$ cat src/rtl/intr_redir_pkg.sv
package intr_redir_pkg;
  localparam int unsigned ADDR_W   = 32;
  localparam int unsigned DATA_W   = 32;
  localparam int unsigned PRIO_W   = 4;
  localparam int unsigned ID_W     = 8;
  localparam int unsigned ID_LSB   = 12;
  localparam int unsigned HINT_BIT = 3;
  localparam int unsigned DM_BIT   = 2;
  localparam int unsigned N_BUS    = 2;

  typedef struct packed {
    logic              vld;
    logic [PRIO_W-1:0] prio;
    logic [ID_W-1:0]   phys_id;
    logic [ID_W-1:0]   log_id;
  } tpr_ent_t;

  localparam int unsigned ENT_W = $bits(tpr_ent_t);
endpackage

$ cat src/rtl/tpr_bank.sv
module tpr_bank
  import intr_redir_pkg::*;
#(
  parameter int unsigned N_ENT = 8,
  localparam int unsigned IDX_W = (N_ENT > 1) ? $clog2(N_ENT) : 1
) (
  input  logic                 clk_i,
  input  logic                 rst_ni,
  input  logic                 we_i,
  input  logic [IDX_W-1:0]     idx_i,
  input  tpr_ent_t             wdata_i,
  output tpr_ent_t [N_ENT-1:0] ent_o
);
  for (genvar g = 0; g < N_ENT; g++) begin : g_ent
    always_ff @(posedge clk_i or negedge rst_ni) begin
      if (!rst_ni)                                ent_o[g] <= '0;
      else if (we_i && idx_i == IDX_W'(g))        ent_o[g] <= wdata_i;
    end
  end
endmodule

$ cat src/rtl/tpr_arbiter.sv
module tpr_arbiter
  import intr_redir_pkg::*;
#(
  parameter int unsigned N_ENT = 8,
  localparam int unsigned IDX_W = (N_ENT > 1) ? $clog2(N_ENT) : 1
) (
  input  logic                 clk_i,
  input  logic                 rst_ni,
  input  tpr_ent_t [N_ENT-1:0] ent_i,
  output logic                 win_vld_o,
  output logic [IDX_W-1:0]     win_idx_o,
  output tpr_ent_t             win_ent_o
);
  // strict compare while scanning upward: ties keep the lower index
  always_comb begin
    win_vld_o = 1'b0;
    win_idx_o = '0;
    win_ent_o = '0;
    for (int i = 0; i < N_ENT; i++) begin
      if (ent_i[i].vld && (!win_vld_o || ent_i[i].prio < win_ent_o.prio)) begin
        win_vld_o = 1'b1;
        win_idx_o = IDX_W'(i);
        win_ent_o = ent_i[i];
      end
    end
  end

  for (genvar g = 0; g < N_ENT; g++) begin : g_chk

    arb_best_prio_chk: assert property (@(posedge clk_i) disable iff (!rst_ni)
      ent_i[g].vld |-> (win_vld_o && win_ent_o.prio <= ent_i[g].prio));

    arb_tie_low_idx_chk: assert property (@(posedge clk_i) disable iff (!rst_ni)
      (ent_i[g].vld && ent_i[g].prio == win_ent_o.prio) |-> (win_idx_o <= IDX_W'(g)));
  end
endmodule

$ cat src/rtl/posted_cnt.sv
module posted_cnt #(
  parameter int unsigned CNT_W = 4
) (
  input  logic clk_i,
  input  logic rst_ni,
  input  logic inc_i,
  input  logic dec_i,
  output logic zero_o,
  output logic full_o
);
  localparam logic [CNT_W-1:0] CNT_MAX = '1;

  logic [CNT_W-1:0] cnt_q;

  always_ff @(posedge clk_i or negedge rst_ni) begin
    if (!rst_ni) cnt_q <= '0;
    else if (inc_i && !dec_i && cnt_q != CNT_MAX) cnt_q <= cnt_q + 1'b1;
    else if (dec_i && !inc_i && cnt_q != '0)      cnt_q <= cnt_q - 1'b1;
  end

  assign zero_o = (cnt_q == '0);
  assign full_o = (cnt_q == CNT_MAX);


  no_underflow_chk: assert property (@(posedge clk_i) disable iff (!rst_ni)
    (cnt_q == '0 && dec_i && !inc_i) |=> (cnt_q == '0));
endmodule

$ cat src/rtl/intr_msg_redirect.sv
module intr_msg_redirect
  import intr_redir_pkg::*;
#(
  parameter int unsigned          N_ENT    = 8,
  parameter int unsigned          CNT_W    = 4,
  parameter logic [ADDR_W-1:0]    WIN_BASE = 32'hFEE0_0000,
  parameter logic [ADDR_W-1:0]    WIN_MASK = 32'hFFF0_0000,
  localparam int unsigned         IDX_W    = (N_ENT > 1) ? $clog2(N_ENT) : 1
) (
  input  logic              clk_i,
  input  logic              rst_ni,
  input  logic              in_valid_i,
  output logic              in_ready_o,
  input  logic [ADDR_W-1:0] in_addr_i,
  input  logic [DATA_W-1:0] in_data_i,
  input  logic              pw_done_i,
  input  logic              tpr_we_i,
  input  logic [IDX_W-1:0]  tpr_idx_i,
  input  logic [ENT_W-1:0]  tpr_wdata_i,
  output logic              bus0_req_o,
  output logic [ADDR_W-1:0] bus0_addr_o,
  output logic [DATA_W-1:0] bus0_data_o,
  input  logic              bus0_rdy_i,
  output logic              bus1_req_o,
  output logic [ADDR_W-1:0] bus1_addr_o,
  output logic [DATA_W-1:0] bus1_data_o,
  input  logic              bus1_rdy_i
);
  tpr_ent_t [N_ENT-1:0] tpr_q;
  tpr_ent_t             win_ent;
  logic                 win_vld;
  logic [IDX_W-1:0]     win_idx;
  logic                 cnt_zero, cnt_full;
  logic                 is_irq, acc, fire;
  logic [ADDR_W-1:0]    msg_addr, hold_addr_q;
  logic [DATA_W-1:0]    hold_data_q;
  logic                 hold_q;
  logic [N_BUS-1:0]     bus_rdy, bus_req;
  logic [ADDR_W-1:0]    bus_addr [N_BUS];
  logic [DATA_W-1:0]    bus_data [N_BUS];

  tpr_bank #(.N_ENT(N_ENT)) u_bank (
    .clk_i, .rst_ni,
    .we_i(tpr_we_i), .idx_i(tpr_idx_i), .wdata_i(tpr_ent_t'(tpr_wdata_i)),
    .ent_o(tpr_q)
  );

  tpr_arbiter #(.N_ENT(N_ENT)) u_arb (
    .clk_i, .rst_ni,
    .ent_i(tpr_q), .win_vld_o(win_vld), .win_idx_o(win_idx), .win_ent_o(win_ent)
  );

  assign is_irq     = (in_addr_i & WIN_MASK) == WIN_BASE;
  assign in_ready_o = !hold_q && !cnt_full;
  assign acc        = in_valid_i && in_ready_o;

  posted_cnt #(.CNT_W(CNT_W)) u_cnt (
    .clk_i, .rst_ni,
    .inc_i(acc && !is_irq), .dec_i(pw_done_i),
    .zero_o(cnt_zero), .full_o(cnt_full)
  );

  always_comb begin
    msg_addr = in_addr_i;
    if (win_vld)
      msg_addr[ID_LSB +: ID_W] = in_addr_i[DM_BIT] ? win_ent.log_id : win_ent.phys_id;
    msg_addr[HINT_BIT] = 1'b0;
  end

  always_ff @(posedge clk_i or negedge rst_ni) begin
    if (!rst_ni) begin
      hold_q      <= 1'b0;
      hold_addr_q <= '0;
      hold_data_q <= '0;
    end else if (acc && is_irq) begin
      hold_q      <= 1'b1;
      hold_addr_q <= msg_addr;
      hold_data_q <= in_data_i;
    end else if (fire) begin
      hold_q      <= 1'b0;
    end
  end

  assign bus_rdy = {bus1_rdy_i, bus0_rdy_i};
  // ordering gate: all earlier posted writes flushed, every bus ready
  assign fire    = hold_q && cnt_zero && (&bus_rdy);

  for (genvar b = 0; b < N_BUS; b++) begin : g_bus
    assign bus_req[b]  = fire;
    assign bus_addr[b] = hold_addr_q;
    assign bus_data[b] = hold_data_q;
  end

  assign bus0_req_o  = bus_req[0];
  assign bus0_addr_o = bus_addr[0];
  assign bus0_data_o = bus_data[0];
  assign bus1_req_o  = bus_req[1];
  assign bus1_addr_o = bus_addr[1];
  assign bus1_data_o = bus_data[1];


  order_gate_chk: assert property (@(posedge clk_i) disable iff (!rst_ni)
    bus0_req_o |-> cnt_zero);

  hint_clear_chk: assert property (@(posedge clk_i) disable iff (!rst_ni)
    bus0_req_o |-> !bus0_addr_o[HINT_BIT]);

  one_shot_chk: assert property (@(posedge clk_i) disable iff (!rst_ni)
    bus0_req_o |=> !bus0_req_o);
endmodule

$ cat config.mk
export PLATFORM = sky130hd
export DESIGN_NAME = intr_msg_redirect
export DESIGN_NICKNAME = d
export VERILOG_FILES = /design/src/rtl/intr_redir_pkg.sv /design/src/rtl/tpr_bank.sv /design/src/rtl/tpr_arbiter.sv /design/src/rtl/posted_cnt.sv /design/src/rtl/intr_msg_redirect.sv
export SDC_FILE = /design/constraint.sdc
export NUM_CORES = 1
export LEC_CHECK = 0
export BUFFER_PORTS_ARGS = -buffer_cell sky130_fd_sc_hd__buf_2
export CORE_MARGIN = 8
export CORE_UTILIZATION = 43
export DETAILED_ROUTE_END_ITERATION = 8
export PLACE_DENSITY = 0.67
export SYNTH_ARGS = -nofsm -noshare
export SYNTH_HDL_FRONTEND = slang
export SYNTH_SLANG_ARGS = --single-unit
$ cat constraint.sdc
create_clock -name clk_i -period 11.7 [get_ports clk_i]
set_input_delay 1.755 -clock clk_i [delete_from_list [all_inputs] [get_ports clk_i]]
set_output_delay 1.755 -clock clk_i [all_outputs]
set_load 0.02 [all_outputs]
== Word level (Yosys, flattened, before mapping) ==
Cells that the tools add are included.

* Divide/modulo/power cells: 0
* Muxes and demuxes: 22
* Equal/unequal tests: 10
* Bitwise operators: 0
* Add/subtract/negate cells: 2
* Reduce and logical (&&, ||, !) cells: 50
* $lt $le $gt $ge: 7
* Shifts and indexed selects: 0
* $mul: 0

{| class="wikitable"
|+ Operator list
! cell !! count
|-
| 20-bit two-way mux || 7
|-
| 4-bit less-than comparator || 7
|-
| 1-bit logical AND || 25
|-
| 16-bit two-way mux || 1
|-
| 8-bit two-way mux || 2
|-
| 12-bit == test, second input constant || 1
|-
| 3-bit == test, second input constant || 4
|-
| 1-bit logical NOT || 12
|-
| 1-bit two-way mux || 10
|-
| 4-bit two-way mux || 2
|-
| 1-bit logical OR || 7
|-
| 3-bit by 2-bit == test with 1-bit output, second input constant || 2
|-
| 4-bit by 1-bit adder with 4-bit output, second input constant || 1
|-
| 4-bit == test, second input constant || 1
|-
| 4-bit logical NOT || 1
|-
| 4-bit inequality test, second input constant || 1
|-
| 2-bit nonzero test || 2
|-
| 4-bit nonzero test || 1
|-
| 4-bit by 1-bit subtractor with 4-bit output, second input constant || 1
|-
| 3-bit by 1-bit == test with 1-bit output, second input constant || 1
|-
| 3-bit logical NOT || 1
|-
| 2-bit AND reduction || 1
|}

* Output and inout port bits: 131
* Word-level logic and storage cells: 127
* Flip-flop bits (word level): 236
* Input bits: 95
* Bits in read-only memories: 0
* Memories kept: 0
* Memory bits (writable): 0
* Bits in latches: 0

== Depth between registers and ports, before layout ==
* Depth in word-level cells: 31
* Depth in mapped cells: 61
* Gate-level depth less buffers: 53

== By module ==
A second synthesis with hierarchy kept.

* Cell total of the unflattened synthesis: 1038
* Area total of the unflattened synthesis: 12559.5 um2

{| class="wikitable"
|+ By module, submodules not included
! module !! sequential area each (um2) !! cells each !! area each (um2) !! instances
|-
| tpr_bank || 4204.0 || 360 || 6344.8 || 1
|-
| intr_msg_redirect || 1601.5 || 238 || 3060.4 || 1
|-
| tpr_arbiter || 0.0 || 420 || 2886.5 || 1
|-
| posted_cnt || 100.1 || 20 || 267.8 || 1
|}

== Worst setup path before layout ==
Ideal clock, no wire load.

* Kind: register to register
* Start: register u_bank.ent_o[20] in the netlist's numbering
* End: register hold_addr_q[12], in the netlist bus0_addr_o[12]
* Library setup time: 131 ps
* Buffers on the path: 8
* Setup slack: -817 ps
* Arrival: 12386 ps
* Stages on the path, launching flop included: 55
* Period minus slack after synthesis: 12517 ps
* Data required time: 11569 ps
* Path through: dfrtp_1 -> clkbuf_1 -> clkbuf_1 -> buf_1 -> nand2_1 -> ha_1 -> a21oi_1 -> o21ai_4 -> a21boi_1 -> clkbuf_1 -> nor2_1 -> a21oi_1 -> ha_1 -> nand3b_1 -> o22ai_1 -> mux2_2 -> a21oi_1 -> clkbuf_1 -> [19 not listed] -> a311oi_1 -> o21ai_1 -> o21ai_2 -> buf_1 -> mux2_2 -> ha_1 -> a21oi_1 -> o21ai_0 -> nor2_1 -> o2111a_1 -> a311oi_2 -> buf_2 -> mux2_2 -> ha_1 -> nor4_1 -> a31o_2 -> nor3_1 -> or3_1

* Word-level cells in the longest chain between the ends: 31
* Elaborated cells between the ends (all ways): 46
* Those cells by class: order compare: 7; mux: 18; reduce/logical: 21

{| class="wikitable"
|+ RTL lines
! what !! line !! text
|-
| from (decl) || tpr_bank.sv:12 || <nowiki>output tpr_ent_t [N_ENT-1:0] ent_o</nowiki>
|-
| from (signal, indexed assignment) || tpr_bank.sv:17 || <nowiki>else if (we_i && idx_i == IDX_W'(g)) ent_o[g] <= wdata_i;</nowiki>
|-
| 20-bit two-way mux or 1-bit two-way mux (tied branches) || tpr_arbiter.sv:20 || <nowiki>if (ent_i[i].vld && (!win_vld_o || ent_i[i].prio < win_ent_o.prio)) begin</nowiki>
|-
| 4-bit less-than comparator or 1-bit logical NOT (tied branches) || tpr_arbiter.sv:20 ||
|-
| 1-bit logical OR || tpr_arbiter.sv:20 ||
|-
| 1-bit logical AND || tpr_arbiter.sv:20 ||
|-
| 20-bit two-way mux or 1-bit two-way mux (tied branches) || tpr_arbiter.sv:20 ||
|-
| 4-bit less-than comparator or 1-bit logical NOT (tied branches) || tpr_arbiter.sv:20 ||
|-
| 1-bit logical OR || tpr_arbiter.sv:20 ||
|-
| 1-bit logical AND || tpr_arbiter.sv:20 ||
|-
| [15 not listed] || -- ||
|-
| 1-bit logical AND || tpr_arbiter.sv:20 ||
|-
| 20-bit two-way mux or 1-bit two-way mux (tied branches) || tpr_arbiter.sv:20 ||
|-
| 4-bit less-than comparator or 1-bit logical NOT (tied branches) || tpr_arbiter.sv:20 ||
|-
| 1-bit logical OR || tpr_arbiter.sv:20 ||
|-
| 1-bit logical AND || tpr_arbiter.sv:20 ||
|-
| 16-bit two-way mux || tpr_arbiter.sv:20 ||
|-
| 8-bit two-way mux || intr_msg_redirect.sv:66 || <nowiki>msg_addr[ID_LSB +: ID_W] = in_addr_i[DM_BIT] ? win_ent.log_id : win_ent.phys_id;</nowiki>
|-
| 8-bit two-way mux * || intr_msg_redirect.sv:65 || <nowiki>if (win_vld)</nowiki>
|-
| to (signal assigned) || intr_msg_redirect.sv:77 || <nowiki>hold_addr_q <= msg_addr;</nowiki>
|-
| to (decl) || intr_msg_redirect.sv:35 || <nowiki>logic [ADDR_W-1:0] msg_addr, hold_addr_q;</nowiki>
|}

Mark *: on every way between the ends. The rest lies on a longest branch, timed or not.
A chain may end at the register's enable or synchronous reset.

== Worst setup path in the final report ==
* Start: register u_bank.ent_o[20] in the netlist's numbering
* End: register hold_addr_q[15], in the netlist bus0_addr_o[15]

The elaborated chain is that of the path after synthesis.

==> metrics list <==
- Outcome: finished, final reports clean
- TritonRoute pass-1 iters: 4
- The routed design has around 30 mm of wire.
- In this run, distinct cell masters in the synthesized netlist total 62.
- Summed over all layers, the global routing overflow is 0.
* Hold Violations, Final: 0
* Synth async-reset ratio: 1.00
- HP Start: bus0_addr_o[22]
- The number of max-slew violations in the final report came to 0.
* TritonCTS clock tree: yes
* Vert. Die Dim: 183 um
- Dividing the detail-routed wire length by the instance count gives around 18 um.
- Antenna violations before repair: 2
- Highest-count cells in the layout ignoring fill and taps: sky130_fd_sc_hd__dfrtp_1 (235), sky130_fd_sc_hd__nand2_1 (229), sky130_fd_sc_hd__buf_2 (221)
* CP Buf/Inv Count: 4
* Fill cells: 2515
- Leakage dissipation: ~6.9 nW
- After detailed placement, the total cell area comes to between 0.01 and 0.015 mm^2.
- Most common flop cell mapped by yosys: sky130_fd_sc_hd__dfrtp_1
- Global-route wire length before repair: around 47 mm
* Post-synth EDFFs: 0
- STA classifies the critical path endpoint as a flip-flop.
- Counting instances, the worst hold path has a depth of 1.
- The routed layout has ~8.6k vias.
- Max-slew headroom: 0.211
* Type of origin of the critical path: flip-flop
- Max-cap violations: 0
- Critical path required time: around 12 ns
- Counting flops and latches in the post-synthesis netlist gives between 200 and 250.
- Endpoint of the worst hold-timing path: bus0_addr_o[22]
* Die Outline Area: around 0.034 mm^2
* Cell count after placement: approximately 1.6k
* Count of port buffers added during placement: about 220
- The number of global-route vias before repair was ~8.6k.
- Synthesized netlist cell count: 1131
- Dividing the final minimum period by the clock period gives 0.918.
* Number of synthesis warnings: 0
* Worst slew pin tran: ~1.2 ns
* # clock sinks: about 240
- The slowest stage of the critical path belongs to the cell sky130_fd_sc_hd__dfrtp_2.
- Final core area utilization: 0.509
- In this run the core area contains 61 standard-cell rows.
* Insertion delay of the later-clocked pin in the worst-skew pair: 0.54 ns
* Worst EP arrival: roughly 11 ns
- Initial drt markers: slightly below 500
* Largest delay contributor family on the critical path: compound AO/OA/AOI/OAI gates
- After clock tree synthesis, the clock-pin slew on the worst setup and hold paths is around 0.06 ns.
- The worst register-to-register path has a depth of 54.
- Worst R2R Setup Slack: 0.96 ns
* Total Negative Setup Slacks: 0 ns
* Longest Clk Path Bufs: 3
- The congestion estimate from routability-driven global placement came to approximately 0.85.
- The worst-case IR drop observed on VDD is around 0.00013 V.
- Hold Worst Slack: 0.480 ns
- For this configuration, the core starts out at a cell density of 0.435.
* Number of clock buffers inserted by TritonCTS: 27
* Mean number of vias per cell: between 5 and 6
* Sequential share of the synthesized area: 0.492
* Biggest cell delay along the critical path: 0.47 ns
- RSZ-0062 raised after global routing: false
- In the routed design, unresolved DRC markers number 0.
- For this run, the top clock speed supported by timing is roughly 93 MHz.
- Leaving out filler cells and counting taps, the final layout contains ~1.7k.
- Half-perimeter wire length after detailed placement: roughly 22 mm
- The worst register-to-register path ends at bus0_addr_o[15].
- In the final layout, the share of cells above drive strength 1 is 0.377.
- Fin area: about 0.014 mm^2
* Power per cell area: 223 mW/mm^2
- Antenna Violating Nets Remaining: 0
* Top Ports: approximately 230
- At the end of the flow, the number of nets in the layout was between 1k and 1.5k.
* CTS Hold Buffers Added: 0
- Cell area after technology mapping: around 0.012 mm^2
- Launching point of the worst reg2reg path: u_bank.ent_o[20]
* Total chip power: about 3.1 mW
- Setup clock skew after layout: approximately 0.015 ns
* Shortest period the worst path allows: 10.74 ns
- Number of H-tree levels: 1
- Prior to clock tree synthesis, the placed netlist has a worst setup slack of 0.883 ns.
* Total Routing Usage GR: 0.171
* Floorplan die width: roughly 180 um
* Layout overhead on the synthesized area: 17.0%
* Area of the core region: between 0.02 and 0.03 mm^2
- In this run the mean area of a mapped cell was 10.6 um^2.
* Largest net degree at the start of global routing: between 80 and 90
* Setup Viol. Count Final: 0
* Least setup slack across all paths after layout: 0.960 ns
- Clock tree synthesis selected as its root buffer the cell sky130_fd_sc_hd__clkbuf_16.
* Maximum net fanout on the critical path: 20
- Hold Crit Class: reg -> reg
- WS Path Type: reg -> reg
- Most common library cell in the layout ignoring fill and taps: sky130_fd_sc_hd__dfrtp_1
## report_power, final
part	switching [mW]	leakage, nW	total (mW)	internal [mW]
registers	0.112	2.95	1.08	0.966
logic	0.649	3.51	1.18	0.535
clock network	0.329	0.443	0.872	0.543
total	1.09	6.91	3.13	2.04
## registers in the layout, indices dropped and copies added, names as in the netlist
signal and count:
u_bank.ent_o 168, bus0_data_o 32, bus0_addr_o 31, u_cnt.cnt_q 4
hold_q 1
## Yosys cell counts, drive strengths merged, types with 12 or more instances
| library cell | number | area share |
|---|---|---|
| nor3 | 14 | 0.0058 |
| buf | 84 | 0.047 |
| mux2 | 186 | 0.17 |
| ha | 15 | 0.016 |
| inv | 12 | 0.0038 |
| mux2i | 39 | 0.033 |
| clkbuf | 35 | 0.011 |
| nand2b | 15 | 0.0078 |
| nand2 | 229 | 0.072 |
| o22ai | 13 | 0.0068 |
| o21ai | 58 | 0.025 |
| nor2 | 51 | 0.016 |
| a21oi | 35 | 0.015 |
| dfrtp | 236 | 0.49 |
## what timing repair did
action,4_1_cts,5_1_grt
setup buffers,0,1
setup endpoints to repair,0,8
resized for setup,0,4
## worst max-delay path by stage
stage,start,end,depth (start not counted)
after global routing,u_bank.ent_o[20],bus0_addr_o[14],54
final,u_bank.ent_o[20],bus0_addr_o[15],54
after floorplan,u_bank.ent_o[20],bus0_addr_o[12],57
after detailed placement,u_bank.ent_o[20],bus0_addr_o[16],54
after global placement,u_bank.ent_o[20],bus0_addr_o[15],54
after CTS,u_bank.ent_o[20],bus0_addr_o[17],54
## metal layers
layer  global-route usage  wire length, um
met5                    0                0
met2                0.277            13700
met3               0.0364             2010
met1                0.226            13300
met4               0.0589              787
## worst reg2reg max path, delay by kind of cell (launching register included)
kind,cells,cell delay (ns)
flip-flops,1,0.47
multiplexers,3,0.61
adder cells (fa/ha/maj),7,1.87
AND/OR/NAND/NOR,16,2.30
AO/OA/AOI/OAI,24,4.58
buffers and inverters,4,0.79
## cells by family (layout without fill, tap and decap cells)
logic type	after synthesis	after routing	share of synthesized area
AND/OR/NAND/NOR	355	355	0.129
flip-flops	236	236	0.492
multiplexers	225	225	0.207
AO/OA/AOI/OAI	158	158	0.0862
buffers and inverters	131	299	0.0621
adder cells (fa/ha/maj)	18	18	0.0190
XOR/XNOR	7	7	0.00511
other	1	5	0.000312
## area by class of cell
| class | instances | area [um^2] | share of cell area |
|---|---|---|---|
| flip-flops and latches | 236 | 5910 | 0.420 |
| multi-input cells | 765 | 5430 | 0.387 |
| repair buffers | 242 | 1270 | 0.0907 |
| clock buffers | 33 | 718 | 0.0511 |
| well taps | 378 | 473 | 0.0337 |
| clock inverters | 12 | 194 | 0.0138 |
| inverters | 12 | 45.0 | 0.00321 |
| diodes | 3 | 7.51 | 0.000534 |
Note: power is estimated with default switching activity, not from simulation.
